==> src/rtl/rfsh_pkg.sv <==
package rfsh_pkg;
  typedef enum logic [2:0] {
    ST_IDLE   = 3'd0,
    ST_AUTO   = 3'd1,
    ST_SR     = 3'd2,
    ST_SR_EXIT = 3'd3
  } rfsh_state_t;
endpackage

==> src/rtl/rfsh_timer.sv <==
module rfsh_timer #(
  parameter int CNT_W     = 8,
  parameter int PRESC_DIV = 4,
  parameter int CMP_RST   = 255
) (
  input  logic             clk,
  input  logic             rst,
  input  logic             cmp_we,
  input  logic [CNT_W-1:0] cmp_wdata,
  input  logic             flag_clr,
  output logic             match,
  output logic             flag
);
  localparam int PW = (PRESC_DIV > 1) ? $clog2(PRESC_DIV) : 1;
  localparam logic [PW-1:0] PRE_LAST = PW'(PRESC_DIV - 1);

  logic [PW-1:0]    pre_q;
  logic [CNT_W-1:0] cnt_q;
  logic [CNT_W-1:0] cmp_q;
  logic             tick;
  logic             hit;

  assign tick = (pre_q == PRE_LAST);
  assign hit  = tick && (cnt_q == cmp_q);

  always_ff @(posedge clk) begin
    if (rst) begin
      pre_q <= '0;
      cnt_q <= '0;
      cmp_q <= CNT_W'(CMP_RST);
      match <= 1'b0;
    end else if (cmp_we) begin
      pre_q <= '0;
      cnt_q <= '0;
      cmp_q <= cmp_wdata;
      match <= 1'b0;
    end else begin
      pre_q <= tick ? '0 : pre_q + 1'b1;
      match <= hit;
      if (hit)       cnt_q <= '0;
      else if (tick) cnt_q <= cnt_q + 1'b1;
    end
  end

  always_ff @(posedge clk) begin
    if (rst)           flag <= 1'b0;
    else if (hit)      flag <= 1'b1;
    else if (flag_clr) flag <= 1'b0;
  end
endmodule

==> src/rtl/rfsh_seq.sv <==
module rfsh_seq
  import rfsh_pkg::*;
#(
  parameter int REF_CLKS = 3
) (
  input  logic clk,
  input  logic rst,
  input  logic en,
  input  logic mode,
  input  logic match,
  input  logic bus_cycle_active,
  input  logic acc_req,
  output logic acc_grant,
  output logic bus_busy,
  output logic bus_abort,
  output logic cmd_auto,
  output logic cmd_sr_enter,
  output logic cmd_sr_exit,
  output logic in_sr
);
  localparam int OW = (REF_CLKS > 1) ? $clog2(REF_CLKS) : 1;
  localparam logic [OW-1:0] OCC_LOAD = OW'(REF_CLKS - 1);

  rfsh_state_t st_q, st_d;
  logic [OW-1:0] occ_q;
  logic pend_q;
  logic periodic, self_sel;
  logic go_auto, go_enter, go_exit;

  assign periodic = en && !mode;
  assign self_sel = en && mode;

  always_comb begin
    st_d     = st_q;
    go_auto  = 1'b0;
    go_enter = 1'b0;
    go_exit  = 1'b0;
    case (st_q)
      ST_IDLE: begin
        if (self_sel && !bus_cycle_active) begin
          st_d = ST_SR;  go_enter = 1'b1;
        end else if (periodic && pend_q) begin
          st_d = ST_AUTO; go_auto = 1'b1;
        end
      end
      ST_AUTO:    if (occ_q == '0) st_d = ST_IDLE;
      ST_SR: begin
        if (!self_sel) begin
          st_d = ST_SR_EXIT; go_exit = 1'b1;
        end
      end
      ST_SR_EXIT: if (occ_q == '0) st_d = ST_IDLE;
      default:    st_d = ST_IDLE;
    endcase
  end

  always_ff @(posedge clk) begin
    if (rst)             pend_q <= 1'b0;
    else if (!periodic)  pend_q <= 1'b0;
    else if (match)      pend_q <= 1'b1;
    else if (go_auto)    pend_q <= 1'b0;
  end

  always_ff @(posedge clk) begin
    if (rst) begin
      st_q         <= ST_IDLE;
      occ_q        <= '0;
      cmd_auto     <= 1'b0;
      cmd_sr_enter <= 1'b0;
      cmd_sr_exit  <= 1'b0;
      bus_abort    <= 1'b0;
      bus_busy     <= 1'b0;
      acc_grant    <= 1'b0;
      in_sr        <= 1'b0;
    end else begin
      st_q         <= st_d;
      if (go_auto || go_exit) occ_q <= OCC_LOAD;
      else if (occ_q != '0)   occ_q <= occ_q - 1'b1;
      cmd_auto     <= go_auto;
      cmd_sr_enter <= go_enter;
      cmd_sr_exit  <= go_exit;
      bus_abort    <= go_auto && bus_cycle_active;
      bus_busy     <= (st_d != ST_IDLE);
      acc_grant    <= acc_req && (st_d == ST_IDLE);
      in_sr        <= (st_d == ST_SR);
    end
  end
endmodule

==> src/rtl/rfsh_ctrl.sv <==
module rfsh_ctrl #(
  parameter int CNT_W     = 8,
  parameter int PRESC_DIV = 4,
  parameter int CMP_RST   = 255,
  parameter int REF_CLKS  = 3
) (
  input  logic             clk,
  input  logic             rst,
  input  logic             cfg_we,
  input  logic [2:0]       cfg_wdata,
  output logic [2:0]       cfg_rdata,
  input  logic             cmp_we,
  input  logic [CNT_W-1:0] cmp_wdata,
  input  logic             cmp_flag_clr,
  output logic             cmp_flag,
  input  logic             bus_cycle_active,
  input  logic             acc_req,
  output logic             acc_grant,
  output logic             bus_busy,
  output logic             bus_abort,
  output logic             cmd_auto,
  output logic             cmd_sr_enter,
  output logic             cmd_sr_exit,
  output logic             in_self_refresh
);
  logic en_q, mode_q, match;

  always_ff @(posedge clk) begin
    if (rst) begin
      en_q   <= 1'b0;
      mode_q <= 1'b0;
    end else if (cfg_we) begin
      en_q   <= cfg_wdata[2];
      mode_q <= cfg_wdata[1];
    end
  end

  assign cfg_rdata = {en_q, mode_q, 1'b0};

  rfsh_timer #(.CNT_W(CNT_W), .PRESC_DIV(PRESC_DIV), .CMP_RST(CMP_RST)) timer_i (
    .clk(clk), .rst(rst), .cmp_we(cmp_we), .cmp_wdata(cmp_wdata),
    .flag_clr(cmp_flag_clr), .match(match), .flag(cmp_flag)
  );

  rfsh_seq #(.REF_CLKS(REF_CLKS)) seq_i (
    .clk(clk), .rst(rst), .en(en_q), .mode(mode_q), .match(match),
    .bus_cycle_active(bus_cycle_active), .acc_req(acc_req),
    .acc_grant(acc_grant), .bus_busy(bus_busy), .bus_abort(bus_abort),
    .cmd_auto(cmd_auto), .cmd_sr_enter(cmd_sr_enter),
    .cmd_sr_exit(cmd_sr_exit), .in_sr(in_self_refresh)
  );
endmodule

==> config.mk <==
export PLATFORM = sky130hd
export DESIGN_NAME = rfsh_ctrl
export DESIGN_NICKNAME = d
export VERILOG_FILES = /design/src/rtl/rfsh_pkg.sv /design/src/rtl/rfsh_timer.sv /design/src/rtl/rfsh_seq.sv /design/src/rtl/rfsh_ctrl.sv
export SDC_FILE = /design/constraint.sdc
export NUM_CORES = 1
export LEC_CHECK = 0
export ABC_AREA = 1
export BUFFER_PORTS_ARGS = -buffer_cell sky130_fd_sc_hd__buf_2
export CAP_MARGIN = 20
export CORE_AREA = 2 2 106 57
export DETAILED_ROUTE_END_ITERATION = 16
export DIE_AREA = 0 0 108 59
export HOLD_SLACK_MARGIN = 0.05
export PLACE_DENSITY = 0.43
export SLEW_MARGIN = 30
export SYNTH_ARGS = -nofsm -noshare
export SYNTH_HDL_FRONTEND = slang
export SYNTH_HIERARCHICAL = 1
export SYNTH_SLANG_ARGS = --single-unit
==> constraint.sdc <==
create_clock -name clk -period 3.9 [get_ports clk]
set_clock_uncertainty 0.1 [all_clocks]
set_input_delay 0 -clock clk [delete_from_list [all_inputs] [get_ports clk]]
set_output_delay 0 -clock clk [all_outputs]
set_load 0.03 [all_outputs]
==> results of run 1 <==
metrics by stage:
stage	util, %	cells	hold slack (ns)
4_1_cts	41.5	341	0.154
6_report	41.5	341	0.159
2_1_floorplan	-	208	0.0223
5_1_grt	41.5	341	0.232
3_3_place_gp	32.8	300	0.114
3_5_place_dp	32.8	300	0.118
flip-flops by register name, summed over array words and instances, names as in the netlist, 2 cells and up:
| name | cells |
|---|---|
| timer_i/cmp_q | 8 |
| seq_i/occ_q | 2 |
| timer_i/pre_q | 2 |
| timer_i/cnt_q | 8 |
| seq_i/st_q | 3 |
where the power goes:
| part | internal, uW | total, uW | switching [uW] |
|---|---|---|---|
| sequential | 367 | 373 | 5.85 |
| combinational | 41.2 | 77.3 | 36.1 |
| clock | 255 | 391 | 136 |
| total | 663 | 841 | 178 |
metal layers:
metal	GRT usage [%]	vias to the layer above	part of all wire [%]
met1	12.6	595	49
met2	19.0	18	46
met4	3.30	0	0.63
met5	0	-	0
met3	3.96	2	4.5
li1	-	744	-
final cells by class:
class / count / area, sq um
Tap cell: 73 / 91.3
Fill cell: 579 / 3130
Multi-Input combinational cell: 130 / 692
Clock inverter: 3 / 67.6
Inverter: 36 / 140
Timing Repair Buffer: 59 / 460
Sequential cell: 35 / 701
Clock buffer: 5 / 68.8
how the worst min path moves through the flow:
stage          cells past startpoint  slack, ns          endpoint
5_1_grt                            4       0.23  timer_i/pre_q[0]
2_1_floorplan                      2       0.02  timer_i/cmp_q[0]
3_5_place_dp                       3       0.12  timer_i/cmp_q[7]
6_report                           4       0.16  timer_i/pre_q[0]
3_3_place_gp                       3       0.11  timer_i/cmp_q[3]
4_1_cts                            4       0.15  timer_i/pre_q[0]
cells by family (layout without fill, tap and decap cells):
family                     Yosys count  count (layout)  synth area share, %
AOI/OAI and AO/OA                   19              19                 6.59
and+or+nand+nor                     99              99                 30.8
adders and majority gates            2               2                 1.59
other                                2               2                0.477
DFF                                 35              35                 44.5
xor gates and xnor gates             8               8                 4.45
buffers and inverters               43             103                 11.6
cells in the mapped netlist, drive strengths merged:
cell	count	share of area (%)
conb	2	0.48
dfxtp	35	44
clkbuf	2	0.48
xor2	7	3.9
nand2	48	13
a21oi	10	3.4
nor2	32	9.7
buf	5	2.2
and3	1	0.40
nand3	13	6.2
ha	2	1.6
nor3	4	1.6
a31oi	1	0.40
inv	36	8.9
o21ai	8	2.8
xnor2	1	0.56
nand4	1	0.40
worst max-delay path, delay by kind of cell:
family	cells	cell delay (ns)
compound gates	2	0.22
buf+inv	4	1.88
what timing repair did:
action / CTS / global route
hold buffers: 33 / 0
endpoints found under the hold margin: 18 / 0
buffers inserted: 0 / 0
setup endpoints to repair: 0 / 0
resized for setup: 0 / 0
==> impl_results.md, run 1 <==
* Fin crit share at a little over half
* Layout cells sized above 1 at roughly a quarter
* H-tree depth at 2
* DR vias at 1,359
* RePlAce Congestion at 0.753
* Outcome: complete, no violations
* Slowest cell on crit path: dlygate4sd3_1
* Via/cell ratio at 3.99
* Count of pins over their slew limit at 0
* Hold Violations, Final at 0
* Most common cell after layout, fill and taps aside: nand2_1
* Antenna cells at 0
* Die width at 108 um
* Initial antenna violation count at 0
* CP startpoint: rst
* Setup WS post-layout at roughly 1.9 ns
* Req. time, crit path at 3.97 ns
* Antenna Nets Post-Route at 0
* CP arrival at 2.11 ns
* Final setup viols at 0
* Register area share after synthesis at 44.5%
* Detailed Place HPWL at approximately 2.1 mm
* Worst hold start: cmp_we
* Final Instance Area at 2220 sq um
* CP endpoint kind: flop
* GRT overflow at 0
* Post-Syn Area at roughly 1600 sq um
* Router iterations before antenna repair at 4
* Crit-path most repeated cell: dlygate4sd3_1
* Final TNS setup at 0 ns
* Number of synthesis warnings at 6
* Drt initial violations at 35
* Post-Place Cell Area at ~1800 sq um
* Syn Inst Count at about 210
* Critical path type: input pin to flop
* Flop-to-flop setup slack at 1.89 ns
* Total Routed Length at just over 3 mm
* CP max stage delay at ~0.56 ns
* Overall routing resource usage at 10.9%
* Routed len/inst at 8.90 um
* Cell Rows at 19
* Fin crit period at between 2 and 2.5 ns
* Leakage at 0.00108 uW
* Place WS at 2.31 ns
* Overall power at 841 uW
* CP Launch Type: input pin
* Yosys cell types at 28
* Maxcap violations at 0
* Worst skew pair latency at approximately 0.29 ns
* Top Ports at 29
* Worst Setup EP: timer_i/cmp_q[0]
* CP max FO at 17
* Nets@finish at 287
* CTS tree: done
* Root Driver: clkbuf_8
* FF-to-FF Start: timer_i/pre_q[0]
* Commonest cells after routing, fill and taps aside: nand2_1, dfxtp_1, dlygate4sd3_1, inv_1, buf_2
* Initial Util at 29.5%
* DRC viols at 0
* Clock Sinks at 35
* Reg2Reg Depth at 8
* Global-route wire length before repair at 5.35 mm
* RSZ-0062 raised after global routing: no
* Die Height at 59 um
* Vias in the first global route at 1,271
* I/O Buffers at 26
* Core region area at 5350 sq um
* Largest net degree at the start of global routing at 18
* Syn Nets at between 200 and 250
* Maximum vdd drop at 0.141 mV
* Clk slew on worst S/H paths at ~0.080 ns
* Total power per unit cell area at 379 nW/um^2
* Average size of a mapped cell at 7.57 sq um
* Worst hold path type: input pin to flop
* Yosys reg bits at 35
* TritonCTS buffer count at 5
* CTS Buffer Depth at 2
* Die ar. at 6370 sq um
* Critical path, cell by cell: dlygate4sd3_1 -> buf_2 -> a21oi_1 -> dlygate4sd3_1 -> o21ai_0 -> dlygate4sd3_1
* F_max at 491 MHz
* Area Overhead vs Synth at 41.0%
* Reg-to-Reg End: timer_i/flag
Note: power is estimated with default switching activity, not from simulation.
==> run 2, diff against run 1 <==
- PLACE_DENSITY: 0.43 -> 0.45
- clock period: 3.9 -> 1.8 ns (I/O delays scaled with it)
==> run 2 against run 1 <==
  * Critical path depth up 2
  * Sequential share of layout area increased by 2.1 points
  * Final area fell by 6.4%
  * Combinational power grew 100%
  * Core utilization fell by 2.6 points
  * Hold slack got worse by 0.12 ns
  * Worst setup slack got worse by 1.6 ns
  * Final cell count fell by 2.6%
  * Highest routed layer unchanged
==> impl_results.md, run 2 (synthesized netlist as in run 1, its figures left out) <==
* Outcome: complete, no violations
* Place WS at 0.215 ns
* Initial antenna violation count at 0
* Die width at between 100 and 150 um
* Setup WS post-layout at approximately 0.22 ns
* CTS Buffer Depth at 2
* Final TNS setup at 0 ns
* Fin crit share at 87.7%
* Req. time, crit path at 1.87 ns
* Post-layout util at 38.9%
* Total Routed Length at ~3.1 mm
* Crit-path most repeated cell: nor2_2
* Nets@finish at 278
* Leakage at 0.00102 uW
* Count of pins over their slew limit at 0
* Core region area at approximately 5300 sq um
* Critical path, cell by cell: ha_1 -> inv_4 -> a21oi_2 -> nand2_1 -> nor2_2 -> nand3_2 -> nand2_4 -> nor2_2
* CP Launch Type: flop
* Layout cells sized above 1 at 24.7%
* Routed len/inst at approximately 9.4 um
* Worst hold start: cmp_we
* CP max FO at 8
* Biggest regs: timer_i/cmp_q x8, timer_i/cnt_q x8, seq_i/st_q x3
* Most common cell after layout, fill and taps aside: nand2_1
* I/O Buffers at 26
* Maxcap violations at 0
* Fin cells at between 300 and 400
* Root Driver: clkbuf_8
* Final setup viols at 0
* Antenna Nets Post-Route at 0
* Placed cells at 300
* Largest net degree at the start of global routing at 18
* Maximum vdd drop at 0.278 mV
* Via/cell ratio at 4.05
* Drt initial violations at 26
* Global-route wire length before repair at 5.44 mm
* Cell Rows at 19
* DR vias at 1,343
* Area Overhead vs Synth at 32.0%
* Vias in the first global route at about 1,300
* Die Height at 59 um
* H-tree depth at 2
* Clk slew on worst S/H paths at 0.07 ns
* Slowest cell on crit path: ha_1
* Worst Setup EP: timer_i/cnt_q[0]
* F_max at approximately 630 MHz
* Overall routing resource usage at 11.0%
* Detailed Place HPWL at 2.18 mm
* FF-to-FF Start: timer_i/pre_q[0]
* CP arrival at 1.65 ns
* Flop-to-flop setup slack at around 0.22 ns
* Antenna cells at 0
* Reg2Reg Depth at 8
* Die ar. at 6370 sq um
* RePlAce Congestion at 0.730
* Initial Util at 29.5%
* Top Ports at 29
* Hold slack at around 0.042 ns
* CP endpoint kind: flop
* Fin crit period at 1.58 ns
* Critical path type: flop to flop
* DRC viols at 0
* RSZ-0062 raised after global routing: no
* Worst skew pair latency at 0.28 ns
* Commonest cells after routing, fill and taps aside: nand2_1, dfxtp_1, inv_1, buf_2, dlygate4sd3_1
* CP max stage delay at 0.35 ns
* CP startpoint: timer_i/pre_q[0]
* Fill cell count at between 500 and 600
* CTS tree: done
* TritonCTS buffer count at 5
* Hold Violations, Final at 0
* Router iterations before antenna repair at 4
* Reg-to-Reg End: timer_i/cnt_q[0]
* Total power per unit cell area at 731 nW/um^2
* Worst hold path type: input pin to flop
* Clock Sinks at 35
* GRT overflow at 0
run 2: worst max-delay path: cells and delay by family (launching register included):
kind | cells | cell delay (ns)
compound gates | 1 | 0.10
flops | 1 | 0.34
buf+inv | 1 | 0.07
fa+ha+maj | 1 | 0.35
simple gates | 5 | 0.49
run 2: worst min path at each step:
stage | slack [ns] | cells after the start | to
final | 0.04 | 4 | timer_i/cmp_q[5]
after global placement | 0.11 | 3 | timer_i/cmp_q[3]
after detailed placement | 0.12 | 3 | timer_i/cmp_q[7]
after CTS | 0.13 | 4 | timer_i/pre_q[0]
after floorplan | 0.02 | 2 | timer_i/cmp_q[0]
after global routing | 0.1 | 4 | timer_i/cmp_q[5]
run 2: stage by stage:
stage / power (uW) / cell area [sq um]
after floorplan: 906 / 1580
after global placement: 936 / 1750
after detailed placement: 938 / 1750
after CTS: 1550 / 2110
after global routing: 1610 / 2080
final: 1520 / 2080
run 2: timing repair:
item / in CTS / in global routing
resized for setup: 0 / 0
endpoints found under the setup margin: 0 / 3
hold buffers: 27 / 0
endpoints found under the hold margin: 18 / 0
setup buffers: 0 / 0
run 2: cell type report:
class / instances / area, sq um / area share (%)
flip-flops and latches: 35 / 701 / 33.7
repair buffers: 50 / 370 / 17.8
well taps: 73 / 91.3 / 4.39
clock inverters: 2 / 12.5 / 0.602
clock buffers: 6 / 72.6 / 3.49
inverters: 36 / 140 / 6.74
multi-input cells: 130 / 692 / 33.3
run 2: routing by layer:
metal | global-route usage, % | up-vias | routed length (um)
li1 | - | 724 | -
met1 | 13.5 | 599 | 1540
met2 | 18.7 | 18 | 1420
met3 | 3.30 | 2 | 126
met4 | 3.85 | 0 | 27
met5 | 0 | - | 0
run 2: where the power goes:
group | internal, uW | switching, uW
Combinational | 77.1 | 78.0
Clock | 270 | 287
Sequential | 795 | 12.6
==> run 3, diff against run 2 <==
- CORE_AREA: 2 2 106 57 -> 2 2 102 55
- DIE_AREA: 0 0 108 59 -> 0 0 104 57
- SYNTH_HIERARCHICAL: 1 -> not set
==> run 3 against run 2 <==
  * Routed wire length rose by 7.5%
  * Combinational power fell by 3%
  * Hold slack improved by 0.013 ns
  * Worst setup slack improved by 0.035 ns
  * Core utilization rose by 0.55 points
  * Fmax rose by 2.3%
  * Sequential share of layout area rose by 0.92 points
  * Sequential power barely moved
  * Final area fell by 2.6%
  * Final cell count fell by 2.7%
  * First-iteration DRC count rose to 2.9 times the previous value
==> impl_results.md, run 3 <==
* Critical path type: input pin to flop
* Req. time, crit path at 1.88 ns
* Sw Ratio at 22.8%
* DR vias at 1,272
* Post-layout util at 39.4%
* Commonest cells post-synth: nand2_1, dfxtp_1, inv_1, nor2_1, nand3_1
* Global-route wire length before repair at 5.66 mm
* Placed cells at 289
* Maxcap violations at 0
* Fill cell count at 571
* Clk network pwr share at 42.3%
* Clk slew on worst S/H paths at 0.07 ns
* Die width at 104 um
* Area Overhead vs Synth at 39.0%
* Core region area at between 5000 and 6000 sq um
* CP arrival at 1.62 ns
* Final TNS setup at 0 ns
* Worst skew pair latency at 0.28 ns
* Number of synthesis warnings at 0
* Initial antenna violation count at 0
* GRT overflow at 0
* Fin crit share at around 86%
* Layout cells sized above 1 at 17.6%
* Root Driver: clkbuf_8
* Total power per unit cell area at around 800 nW/um^2
* Most common cell in the netlist: nand2_1
* Crit-path most repeated cell: dlygate4sd3_1
* Slowest cell on crit path: dlygate4sd3_1
* CTS Buffer Depth at 2
* Initial Util at 28.4%
* Fin cells at between 300 and 400
* Detailed Place HPWL at 2.39 mm
* CP delay by family, top: buffers and inverters
* Logic pwr share at about 9%
* Synth Flop Type: dfxtp_1
* Critical path, cell by cell: dlygate4sd3_1 -> buf_2 -> a21oi_1 -> o21ai_0 -> dlygate4sd3_1
* Biggest regs: timer_i.cmp_q x8, timer_i.cnt_q x8, seq_i.st_q x3
* Die ar. at 5930 sq um
* Buf+Inv Stages, Crit Path at 3
* TritonCTS buffer count at 5
* Clock Sinks at 35
* Router iterations before antenna repair at 4
* Hold Violations, Final at 0
* Via/cell ratio at 3.94
* H-tree depth at 2
* Post-Syn Area at 1460 sq um
* I/O Buffers at 26
* Total Routed Length at approximately 3.3 mm
* Final setup viols at 0
* Nets@finish at 269
* Largest area contributor in the netlist: dfxtp_1
* Most common cell after layout, fill and taps aside: nand2_1
* Leakage at 0.000927 uW
* Storage element area at 701 sq um
* Outcome: complete, no violations
* CP endpoint kind: flop
* Seq pwr share at approximately 49%
* RePlAce Congestion at 0.746
* Antenna Nets Post-Route at 0
* Largest net degree at the start of global routing at 16
* Hold slack at 0.0549 ns
* Top Ports at 29
* Vias in the first global route at 1,113
* Final Instance Area at 2020 sq um
* Synth top area share at 48.1%
* F_max at 648 MHz
* Yosys cell types at 27
* Average size of a mapped cell at 7.47 sq um
* CP max stage delay at 0.56 ns
* Post-Place Cell Area at 1650 sq um
* Post-synth EDFFs at 0
* Fin crit period at approximately 1.5 ns
* Register area share after synthesis at 48.1%
* Overall routing resource usage at 12.6%
* Commonest cells after routing, fill and taps aside: nand2_1, dfxtp_1, inv_1, dlygate4sd3_1, buf_2
* Antenna cells at 0
* P_int at roughly 1300 uW
* Async set or reset register ratio after synthesis at 0%
* Yosys reg bits at 35
* Syn Inst Count at ~200
* CP Launch Type: input pin
* Footprint of the multi-input gates at between 600 and 700 sq um
* Count of pins over their slew limit at 0
* Routed len/inst at 10.4 um
* Psw at 379 uW
* CP max FO at 15
* Drt initial violations at 75
* CTS tree: done
* Maximum vdd drop at between 0.3 and 0.4 mV
* Cell Rows at 19
* DRC viols at 0
* RSZ-0062 raised after global routing: no
* Post-CTS Setup Bufs at 0
* Die Height at 57 um
* Dominant cells by area after synthesis: dfxtp_1, nand2_1, inv_1, nor2_1, nand3_1
* Worst hold path type: input pin to flop
run 3: changes by cell type in the layout (fill, tap and decap cells not counted), sizes merged, moves of 2 or more:
cell	delta
clkinv	+2
dlygate4sd3	+2
inv	-9
nand2	-3
nand3	+2
nor2	-4
nor3	-3
nor3b	+3
or2	+2
xor2	-3
run 3: cell type report:
| class | count | area share (%) |
|---|---|---|
| multi-input combinational | 127 | 30.8 |
| clock buffer | 5 | 3.40 |
| tap | 73 | 4.51 |
| timing repair buffer | 52 | 19.3 |
| clock inverter | 3 | 2.16 |
| sequential | 35 | 34.6 |
| inverter | 28 | 5.19 |
run 3: per-layer routing:
| layer | routed length (um) | global-route usage (%) | vias to the layer above |
|---|---|---|---|
| met5 | 0 | 0 | - |
| met4 | 24 | 3.47 | 0 |
| met3 | 166 | 4.46 | 5 |
| met2 | 1050 | 14.7 | 29 |
| met1 | 2110 | 20.5 | 528 |
| li1 | - | - | 710 |
run 3: worst paths after layout:
| kind | startpoint | slack [ns] | to | cells after the start |
|---|---|---|---|---|
| worst max register to register | timer_i.pre_q[0] | 0.26 | timer_i.cnt_q[5] | 7 |
| worst min register to register | timer_i.pre_q[0] | 0.33 | timer_i.pre_q[0] | 1 |
| worst max-delay path | cmp_we | 0.26 | timer_i.cmp_q[6] | 5 |
| worst min-delay path | rst | 0.05 | timer_i.match | 4 |
run 3: repair_timing:
| item | 4_1_cts | 5_1_grt |
|---|---|---|
| setup endpoints to repair | 0 | 2 |
| hold buffers | 27 | 0 |
| gates resized for setup | 0 | 2 |
| endpoints found under the hold margin | 18 | 0 |
run 3: worst reg2reg max path, stage by stage, from the launching register on:
cell	delay, ns
dfxtp_1	0.34
ha_2	0.27
nand2_1	0.10
nor2_1	0.23
nand3_1	0.13
xor2_1	0.18
inv_1	0.06
nor2_1	0.09
run 3: through the flow:
stage / worst slack [ns] / power [uW]
after floorplan: 0.462 / 895
after global placement: 0.240 / 932
after detailed placement: 0.226 / 930
after CTS: 0.0335 / 1700
after global routing: 0.0739 / 1750
final: 0.256 / 1660
run 3: kinds of logic after synthesis:
group,synth area share [%]
simple gates,29.6
fa+ha+maj,1.72
xor+xnor,3.01
buf+inv,9.62
compound gates,7.65
other cells,0.257
flops,48.1
run 3: power by group through the flow:
stage / registers (uW) / clock network [uW] / logic [uW]
detailed placement: 826 / 0 / 104
global placement: 826 / 0 / 106
finish: 808 / 704 / 151
global route: 811 / 771 / 170
CTS: 808 / 736 / 152
floorplan: 827 / 0 / 67.9
